===== config.mk =====
export PLATFORM = sky130hd
export DESIGN_NAME = timer_chan
export DESIGN_NICKNAME = d
export VERILOG_FILES = /design/src/rtl/timer_chan_pkg.sv /design/src/rtl/timer_chan_regs.sv /design/src/rtl/timer_chan_capture.sv /design/src/rtl/timer_chan_drive.sv /design/src/rtl/timer_chan.sv
export SDC_FILE = /design/constraint.sdc
export NUM_CORES = 1
export LEC_CHECK = 0
export ABC_CLOCK_PERIOD_IN_PS = 1300
export BUFFER_PORTS_ARGS = -buffer_cell sky130_fd_sc_hd__buf_4
export CAP_MARGIN = 10
export CORE_MARGIN = 2
export CORE_UTILIZATION = 48
export CTS_CLUSTER_DIAMETER = 50
export DETAILED_ROUTE_END_ITERATION = 12
export PLACE_DENSITY_LB_ADDON = 0.08
export SYNTH_ARGS = -nofsm -noshare
export SYNTH_HDL_FRONTEND = slang
export SYNTH_SLANG_ARGS = --single-unit
export TNS_END_PERCENT = 1

===== constraint.sdc =====
create_clock -name clk -period 1.3 [get_ports clk]
set_input_delay 0.13 -clock clk [delete_from_list [all_inputs] [get_ports clk]]
set_output_delay 0.13 -clock clk [all_outputs]
set_load 0.005 [all_outputs]

===== src/rtl/timer_chan_pkg.sv =====
package timer_chan_pkg;

  typedef enum logic [1:0] {
    SEL_CTRL = 2'd0,
    SEL_CMP  = 2'd1,
    SEL_FLAG = 2'd2,
    SEL_NONE = 2'd3
  } wsel_e;

  typedef enum logic [1:0] {
    ACT_NONE = 2'b00,
    ACT_TOG  = 2'b01,
    ACT_CLR  = 2'b10,
    ACT_SET  = 2'b11
  } act_e;

  typedef struct packed {
    logic [1:0] ms;
    logic [1:0] els;
  } chan_mode_t;

  function automatic logic is_capture(chan_mode_t m);
    return (m.ms == 2'b00) && (m.els != 2'b00);
  endfunction

  function automatic logic is_out_mode(chan_mode_t m);
    return (m.ms == 2'b01) || (m.ms[1] && (m.els != 2'b00));
  endfunction

  function automatic logic drives_pin(chan_mode_t m);
    return is_out_mode(m) && (m.els != 2'b00);
  endfunction

endpackage


===== src/rtl/timer_chan_regs.sv =====
module timer_chan_regs
  import timer_chan_pkg::*;
#(
  parameter int CNT_W  = 16,
  parameter bit BUF_EN = 1'b1
) (
  input  logic             clk,
  input  logic             rst_n,
  input  logic             wr_valid,
  input  logic [1:0]       wr_sel,
  input  logic [CNT_W-1:0] wr_data,
  input  logic             cnt_ovf,
  output chan_mode_t       mode,
  output logic             ctrl_wr,
  output logic             buffered,
  output logic [CNT_W-1:0] cmp_active
);

  logic cmp_wr;

  assign ctrl_wr = wr_valid && (wr_sel == SEL_CTRL);
  assign cmp_wr  = wr_valid && (wr_sel == SEL_CMP);

  always_ff @(posedge clk or negedge rst_n) begin
    if (!rst_n) begin
      mode <= '0;
    end else if (ctrl_wr) begin
      mode.ms  <= wr_data[3:2];
      mode.els <= wr_data[1:0];
    end
  end

  generate
    if (BUF_EN) begin : g_shadow
      logic [CNT_W-1:0] cmp_shadow;
      assign buffered = mode.ms[1];

      always_ff @(posedge clk or negedge rst_n) begin
        if (!rst_n) begin
          cmp_shadow <= '0;
        end else if (cmp_wr && buffered) begin
          cmp_shadow <= wr_data;
        end
      end

      always_ff @(posedge clk or negedge rst_n) begin
        if (!rst_n) begin
          cmp_active <= '0;
        end else if (cmp_wr && !buffered) begin
          cmp_active <= wr_data;
        end else if (buffered && cnt_ovf) begin
          cmp_active <= cmp_shadow;
        end
      end
    end else begin : g_direct
      assign buffered = 1'b0;

      always_ff @(posedge clk or negedge rst_n) begin
        if (!rst_n) begin
          cmp_active <= '0;
        end else if (cmp_wr) begin
          cmp_active <= wr_data;
        end
      end
    end
  endgenerate

endmodule


===== src/rtl/timer_chan_capture.sv =====
module timer_chan_capture
  import timer_chan_pkg::*;
#(
  parameter int CNT_W = 16
) (
  input  logic             clk,
  input  logic             rst_n,
  input  chan_mode_t       mode,
  input  logic             cap_pin,
  input  logic [CNT_W-1:0] cnt_val,
  output logic             cap_hit,
  output logic [CNT_W-1:0] cap_val
);

  logic pin_q;
  logic rise;
  logic fall;

  assign rise    = cap_pin && !pin_q;
  assign fall    = !cap_pin && pin_q;
  assign cap_hit = is_capture(mode) &&
                   ((mode.els[0] && rise) || (mode.els[1] && fall));

  always_ff @(posedge clk or negedge rst_n) begin
    if (!rst_n) begin
      pin_q   <= 1'b0;
      cap_val <= '0;
    end else begin
      pin_q <= cap_pin;
      if (cap_hit) begin
        cap_val <= cnt_val;
      end
    end
  end

endmodule


===== src/rtl/timer_chan_drive.sv =====
module timer_chan_drive
  import timer_chan_pkg::*;
(
  input  logic       clk,
  input  logic       rst_n,
  input  chan_mode_t mode,
  input  logic       ctrl_wr,
  input  logic [3:0] ctrl_data,
  input  logic       cnt_ovf,
  input  logic       match,
  input  logic       tov_en,
  input  logic       max_duty,
  output logic       level
);

  logic max_eff;
  logic clr_sel;
  logic hold_high;
  act_e act;

  assign act       = act_e'(mode.els);
  assign clr_sel   = (act == ACT_CLR);
  assign hold_high = tov_en && max_eff && clr_sel;

  always_ff @(posedge clk or negedge rst_n) begin
    if (!rst_n) begin
      max_eff <= 1'b0;
    end else if (cnt_ovf) begin
      max_eff <= max_duty;
    end
  end

  always_ff @(posedge clk or negedge rst_n) begin
    if (!rst_n) begin
      level <= 1'b0;
    end else if (ctrl_wr && (ctrl_data[1:0] == 2'b00)) begin
      level <= !ctrl_data[2];
    end else if (drives_pin(mode)) begin
      if (tov_en && cnt_ovf) begin
        level <= clr_sel ? 1'b1 : !level;
      end else if (match) begin
        unique case (act)
          ACT_TOG: level <= !level;
          ACT_CLR: level <= hold_high;
          ACT_SET: level <= 1'b1;
          default: level <= level;
        endcase
      end
    end
  end

endmodule


===== src/rtl/timer_chan.sv =====
module timer_chan
  import timer_chan_pkg::*;
#(
  parameter int CNT_W  = 16,
  parameter bit BUF_EN = 1'b1
) (
  input  logic             clk,
  input  logic             rst_n,
  input  logic [CNT_W-1:0] cnt_val,
  input  logic             cnt_ovf,
  input  logic             cap_pin,
  input  logic             wr_valid,
  input  logic [1:0]       wr_sel,
  input  logic [CNT_W-1:0] wr_data,
  input  logic             tov_en,
  input  logic             max_duty,
  output logic             pin_out,
  output logic             pin_en,
  output logic [CNT_W-1:0] cap_val,
  output logic             evt_flag
);

  chan_mode_t       mode;
  logic [1:0]       mode_ms;
  logic [1:0]       mode_els;
  logic             ctrl_wr;
  logic             buffered;
  logic [CNT_W-1:0] cmp_active;
  logic             cap_hit;
  logic             match;
  logic             flag_set;
  logic             flag_clr;

  timer_chan_regs #(.CNT_W(CNT_W), .BUF_EN(BUF_EN)) u_regs (
    .clk        (clk),
    .rst_n      (rst_n),
    .wr_valid   (wr_valid),
    .wr_sel     (wr_sel),
    .wr_data    (wr_data),
    .cnt_ovf    (cnt_ovf),
    .mode       (mode),
    .ctrl_wr    (ctrl_wr),
    .buffered   (buffered),
    .cmp_active (cmp_active)
  );

  timer_chan_capture #(.CNT_W(CNT_W)) u_cap (
    .clk     (clk),
    .rst_n   (rst_n),
    .mode    (mode),
    .cap_pin (cap_pin),
    .cnt_val (cnt_val),
    .cap_hit (cap_hit),
    .cap_val (cap_val)
  );

  assign match = (cnt_val == cmp_active);

  timer_chan_drive u_drive (
    .clk       (clk),
    .rst_n     (rst_n),
    .mode      (mode),
    .ctrl_wr   (ctrl_wr),
    .ctrl_data (wr_data[3:0]),
    .cnt_ovf   (cnt_ovf),
    .match     (match),
    .tov_en    (tov_en),
    .max_duty  (max_duty),
    .level     (pin_out)
  );

  assign mode_ms  = mode.ms;
  assign mode_els = mode.els;
  assign pin_en   = drives_pin(mode);
  assign flag_set = (is_out_mode(mode) && match) || cap_hit;
  assign flag_clr = wr_valid && (wr_sel == SEL_FLAG) && wr_data[0];

  always_ff @(posedge clk or negedge rst_n) begin
    if (!rst_n) begin
      evt_flag <= 1'b0;
    end else if (flag_set) begin
      evt_flag <= 1'b1;
    end else if (flag_clr) begin
      evt_flag <= 1'b0;
    end
  end

endmodule


==> impl_metrics.csv, run 1 <==
group,metric,value,unit
synth,syn_inst,199,
pwr,p_comb_share,35.2,%
clock_network,htreeDepth,2,
pwr,power.total,5.92,mW
sta,worst-slew-pin-transition,0.297,ns
synth,ys_seq_area_share,54.7,%
drt,firstDrtPassIters,4,
drt,vias,1724,
grt,grt_max_degree,24,
pwr,pwr-share-seq,48.1,%
place,gp_congestion,0.767,
synth,ys_ff_latch,56,
clock_network,cts_sinks,56,
cells_and_area,diodes,0,
sta,tns,-1.09,ns
drt,viasPerCell,5.03,
cells_and_area,layout_commonest_cell,"buf_4",
sta,rsz0062_at_grt,"true",
setup_path,path_cells,"xor2_1 -> nor4_2 -> nand4_1 -> nand2_1 -> mux2i_1",
grt,grt_usage,18.9,%
synth,yosys.cell_types.count,29,
worst_hold_path,min_path_type,"primary input to register",
clock_network,cts_tree,"built",
setup_path,slowest_delay,0.40,ns
setup_path,arrival,1.67,ns
sta,max_slew_margin,80.2,%
synth,yosysTopAreaCell,"dfrtp_1",
cells_and_area,final.fill_count,434,
status,outcome,"complete, but fails checks",
synth,syn_nets,240,
clock_network,cts_buffers,5,
die,die_area,5930,um2
clock_network,cts_root_buf,"clkbuf_8",
clock_network,clkTransAtPathRegs,0.10,ns
pwr,clkPwrFrac,16.8,%
synth,synth_top_area_share,54.7,%
sta,fmax,697,MHz
place,dp_hpwl,3730,um
grt,grt_pass1_wl,8700,um
setup_path,critPathMaxFanout,2,
setup_path,slowest_stage,"dfrtp_1",
pwr,vdd_ir_drop_max,0.885,mV
sta,fin_skew,0.00985,ns
sta,min_period,1.43,ns
pwr,switchingPower,1.72,mW
clock_network,cts_setup_buffers,0,
synth,yosysWarnings,0,
setup_path,crit_path_end_kind,"register",
synth,syn_area,2560,um2
drt,drt-initial-drc-count,60,
grt,grt_overflow,0,
drt,routed_wl,5300,um
sta,maxSlewViolCount,0,
cells_and_area,fin_util,66.1,%
cells_and_area,finalNetCount,313,
pwr,p_int,4.20,mW
synth,ys_top_cells_by_area,"dfrtp_1 (55%), mux2_2 (12%), xor2_1 (5.5%)",
sta,hold_viol,0,
sta,hold_ws,0.0518,ns
die,initial_core_util,49.8,%
cells_and_area,ff_latch_area,1400,um2
setup_path,setup.worst_path.start_class,"register",
sta,setup_violations,22,
clock_network,max-clock-path-buffers,2,
cells_and_area,mostFrequentLayoutCells,"buf_4 (67), dfrtp_1 (55), nand2_1 (37), mux2_4 (28), xor2_1 (16)",
place,port_buffers,59,
sta,worst_slack,-0.135,ns
die,core-area,5140,um2
die,die_w,77.0,um
cells_and_area,syn2layout_area_growth,32.7,%
pwr,swShare,29.1,%
sta,min_period_over_period,110,%
synth,synth.avg_cell_area,12.9,um2
die,die_h,77.0,um
drt,antenna_left,0,
drt,drcViolationCount,0,
cells_and_area,multiInputGateArea,1200,um2
grt,grt_pass1_vias,1696,
run,cap_violations,0,
pwr,leakage,1.68,nW
setup_path,crit_type,"register to register",
cells_and_area,drive_gt1_share,48.4,%
grt,antenna_found_initial,0,
die,rows,26,
setup_path,critPathRequiredTime,1.53,ns
pwr,p_per_area,1740,nW/um2
status,violations,"setup timing",
die,ios,60,
drt,wl_per_cell,15.5,um
clock_network,clk_latency,0.31,ns
cell type report:
type	instances	area share (%)
sequential	56	41.3
multi-input combinational	135	35.2
timing repair buffer	74	18.1
tap	70	2.58
clock buffer	6	2.43
clock inverter	2	0.442
critical path: cells and delay by family, from the launching register on:
family / cells / cell delay, ns
AND/OR/NAND/NOR: 3 / 0.62
flip-flops: 1 / 0.40
multiplexers: 1 / 0.19
XOR/XNOR: 1 / 0.15
repair_timing:
item / CTS / global route
pin swaps: 2 / 7
hold endpoints to repair: 54 / 0
gates cloned: 0 / 0
resized for setup: 15 / 17
hold buffers: 2 / 0
endpoints found under the setup margin: 51 / 51
state kept, by name, indices dropped and copies added (netlist names):
signal and count:
u_cap.cap_val 16, u_regs.cmp_active 16, u_regs.g_shadow.cmp_shadow 16, u_regs.mode 3, evt_flag 1, u_cap.pin_q 1, u_drive.level 1, u_drive.max_eff 1
u_regs.buffered 1
per-stage QoR:
| stage | instance area, um2 | worst slack, ns | cells |
|---|---|---|---|
| after detailed placement | 3150 | -0.206 | 333 |
| after CTS | 3330 | -0.170 | 343 |
| final | 3400 | -0.135 | 343 |
| after global placement | 3150 | -0.184 | 333 |
| after global routing | 3400 | -0.237 | 343 |
| after floorplan | 2560 | -0.0774 | 199 |
final timing paths:
kind,startpoint,to,slack (ns),depth (start not counted)
worst max-delay path,u_regs.cmp_active[11]$_DFFE_PN0P_,u_drive.level$_DFFE_PN0P_,-0.13,5
worst min-delay path,wr_data[12],u_regs.g_shadow.cmp_shadow[12]$_DFFE_PN0P_,0.05,2
worst max register to register,u_regs.cmp_active[11]$_DFFE_PN0P_,u_drive.level$_DFFE_PN0P_,-0.13,5
worst min register to register,u_regs.cmp_active[14]$_DFFE_PN0P_,u_regs.cmp_active[14]$_DFFE_PN0P_,0.50,2
max in group asynchronous,rst_n,u_regs.buffered$_DFFE_PN0P_,0.62,3
min in group asynchronous,rst_n,u_regs.cmp_active[14]$_DFFE_PN0P_,0.24,2
power by group through the flow:
| stage | logic [mW] | registers [mW] | clock network (mW) |
|---|---|---|---|
| finish | 2.08 | 2.85 | 0.992 |
| global route | 2.27 | 2.94 | 1.09 |
| global placement | 1.83 | 2.83 | 0 |
| detailed placement | 1.87 | 2.85 | 0 |
| floorplan | 1.03 | 2.81 | 0 |
| CTS | 1.99 | 2.83 | 1.03 |
routing by layer:
layer | part of all wire [%] | vias to the layer above | GRT usage (%)
li1 | - | 849 | -
met1 | 51 | 830 | 28.9
met2 | 43 | 41 | 26.6
met3 | 4.8 | 4 | 4.24
met4 | 0.96 | 0 | 5.89
met5 | 0 | - | 0
cell usage after synthesis:
| master | number |
|---|---|
| o221ai_1 | 1 |
| nor2_8 | 1 |
| nand2_1 | 37 |
| a21oi_1 | 2 |
| and2_1 | 1 |
| mux2_2 | 28 |
| o21a_1 | 1 |
| buf_4 | 1 |
| buf_2 | 1 |
| mux2i_1 | 2 |
| a211oi_1 | 1 |
| and2_2 | 1 |
| nand4_1 | 1 |
| a211o_2 | 1 |
| xor2_1 | 16 |
| a22oi_1 | 16 |
| mux2_4 | 9 |
| nand4b_1 | 1 |
| nor3b_2 | 1 |
| nor4_1 | 4 |
| dfrtp_1 | 56 |
| nand4b_2 | 1 |
| nor2_1 | 4 |
| o21ai_0 | 3 |
| buf_6 | 5 |
| nor2_2 | 1 |
| buf_12 | 1 |
| o22ai_1 | 1 |
| and4bb_1 | 1 |
cell families after synthesis:
| logic type | after synthesis | synth area share [%] |
|---|---|---|
| AOI/OAI and AO/OA | 26 | 7.23 |
| and+or+nand+nor | 54 | 10.7 |
| DFF | 56 | 54.7 |
| xor gates and xnor gates | 16 | 5.47 |
| buffers and inverters | 8 | 3.47 |
| muxes | 39 | 18.4 |
(Power assumes the default switching activity.)
==> run 2: changes to the inputs <==
--- a/config.mk
+++ b/config.mk
@@ -6,13 +6,13 @@
 export NUM_CORES = 1
 export LEC_CHECK = 0
 export ABC_CLOCK_PERIOD_IN_PS = 1300
-export BUFFER_PORTS_ARGS = -buffer_cell sky130_fd_sc_hd__buf_4
 export CAP_MARGIN = 10
 export CORE_MARGIN = 2
-export CORE_UTILIZATION = 48
+export CORE_UTILIZATION = 56
 export CTS_CLUSTER_DIAMETER = 50
 export DETAILED_ROUTE_END_ITERATION = 12
-export PLACE_DENSITY_LB_ADDON = 0.08
+export DONT_BUFFER_PORTS = 1
+export PLACE_DENSITY = 0.74
 export SYNTH_ARGS = -nofsm -noshare
 export SYNTH_HDL_FRONTEND = slang
 export SYNTH_SLANG_ARGS = --single-unit
==> impl_metrics.csv, run 2 (synthesized netlist as in run 1, its figures left out) <==
group,metric,value,unit
place,gp_congestion,0.873,
sta,max_slew_margin,73.7,%
setup_path,rr_worst_depth,5,
sta,hold_viol,56,
grt,grt_overflow,0,
sta,rsz0062_at_grt,"true",
pwr,leakage,1.47,nW
status,violations,"hold timing, setup timing",
place,dp_cells,254,
clock_network,cts_sinks,56,
sta,min_period_over_period,113,%
die,rows,24,
drt,firstDrtPassIters,5,
drt,antenna_left,0,
place,place_area,2660,um2
die,die_area,5130,um2
cells_and_area,layout_commonest_cell,"dfrtp_1",
sta,min_period,1.48,ns
pwr,p_per_area,1720,nW/um2
place,dp_hpwl,3670,um
clock_network,cts_tree,"built",
cells_and_area,finalNetCount,289,
setup_path,arrival,1.71,ns
clock_network,cts_hold_buffers,35,
worst_hold_path,min_path_type,"primary input to asynchronous set/reset pin",
clock_network,htreeDepth,2,
status,outcome,"complete, but fails checks",
setup_path,crit_type,"register to register",
cells_and_area,diodes,0,
clock_network,cts_root_buf,"clkbuf_8",
setup_path,critPathMaxFanout,2,
grt,grt_max_degree,57,
setup_path,critPathRequiredTime,1.53,ns
grt,grt_pass1_vias,1928,
grt,grt_pass1_wl,9220,um
clock_network,max-clock-path-buffers,2,
clock_network,clk_latency,0.31,ns
drt,wl_per_cell,18.7,um
cells_and_area,syn2layout_area_growth,24.3,%
setup_path,reg2reg_from,"u_regs.cmp_active[15]$_DFFE_PN0P_",
die,die_w,71.6,um
cells_and_area,fin_area,3180,um2
die,core-area,4380,um2
run,cap_violations,0,
sta,hold_ws,-0.493,ns
sta,fmax,678,MHz
drt,drt-initial-drc-count,74,
die,die_h,71.6,um
place,port_buffers,0,
grt,grt_usage,23.4,%
sta,maxSlewViolCount,0,
die,initial_core_util,58.4,%
clock_network,cts_buffers,5,
setup_path,r2r_end,"u_drive.level$_DFFE_PN0P_",
die,ios,60,
clock_network,clkTransAtPathRegs,0.10,ns
grt,antenna_found_initial,0,
sta,worst-slew-pin-transition,0.393,ns
pwr,vdd_ir_drop_max,0.758,mV
cells_and_area,drive_gt1_share,28.9,%
setup_path,setup.worst_path.start_class,"register",
setup_path,cp-startpoint,"u_regs.cmp_active[15]$_DFFE_PN0P_",
cells_and_area,mostFrequentLayoutCells,"dfrtp_1 (56), nand2_1 (36), dlygate4sd3_1 (35), mux2_2 (22)",
sta,setup_violations,34,
sta,fin_skew,0.0160,ns
drt,viasPerCell,5.74,
sta,worst_slack,-0.175,ns
cells_and_area,reg_top3,"u_cap.cap_val: 16 flops, u_regs.cmp_active: 16 flops, u_regs.g_shadow.cmp_shadow: 16 flops",
cells_and_area,final-instance-count-excl-fill,301,
drt,drcViolationCount,0,
setup_path,rrSetupSlack,-0.18,ns
drt,vias,1729,
drt,routed_wl,5620,um
setup_path,crit_path_end_kind,"register",
[run 2: changes by cell type in the layout (fill, tap and decap cells not counted), moves of 2 or more]
cell | before | now
mux2_2 | 9 | 22
mux2_4 | 28 | 15
buf_4 | 67 | 12
clkinv_2 | 0 | 2
dlygate4sd3_1 | 2 | 35
clkinvlp_4 | 2 | 0
[run 2: area by class of cell]
cell class | count | area [um2]
clock inverter | 2 | 10.0
fill | 307 | 1200
timing repair buffer | 50 | 500
sequential | 56 | 1400
clock buffer | 6 | 82.6
tap | 52 | 65.1
multi-input combinational | 135 | 1120
[run 2: timing repair]
item                       4_1_cts  5_1_grt
cloned                           0        0
setup endpoints to repair       34       35
pin swaps                        4        9
hold endpoints to repair       110       56
gates resized for setup         10        3
setup buffers                    0        4
[run 2: worst max-delay path by stage]
stage | cells past startpoint | to
5_1_grt | 5 | u_drive.level$_DFFE_PN0P_
2_1_floorplan | 5 | u_cap.cap_val[10]$_DFFE_PN0P_
6_report | 5 | u_drive.level$_DFFE_PN0P_
3_3_place_gp | 5 | evt_flag$_DFFE_PN0P_
4_1_cts | 5 | evt_flag$_DFFE_PN0P_
3_5_place_dp | 5 | u_drive.level$_DFFE_PN0P_
[run 2: where the power goes]
part,switching (mW),internal (mW)
sequential,0.503,2.42
combinational,0.582,0.999
clock,0.533,0.426
[run 2: worst max-delay path: stages (launching register included)]
cell     delay [ns]
dfrtp_1        0.41
xor2_1         0.16
nor4_2         0.33
nand4_1        0.19
nand2_1        0.13
mux2i_1        0.20
[run 2: through the flow]
stage	setup TNS [ns]	total power, mW	utilization [%]	hold WS (ns)	worst slack (ns)
after CTS	-2.04	5.39	71.6	-0.498	-0.209
after global placement	-2.68	4.12	60.6	-0.164	-0.200
after detailed placement	-3.71	4.24	60.6	-0.164	-0.273
after floorplan	-0.711	3.84	-	-0.166	-0.0774
after global routing	-4.72	5.79	72.6	-0.511	-0.272
final	-2.37	5.46	72.6	-0.493	-0.175
[run 2: layer usage]
layer | GRT usage (%) | part of all wire [%] | up-vias
met5 | 0 | 0 | -
met3 | 4.64 | 5.9 | 9
met1 | 30.1 | 42 | 864
li1 | - | - | 798
met2 | 39.7 | 50 | 58
met4 | 8.18 | 1.5 | 0
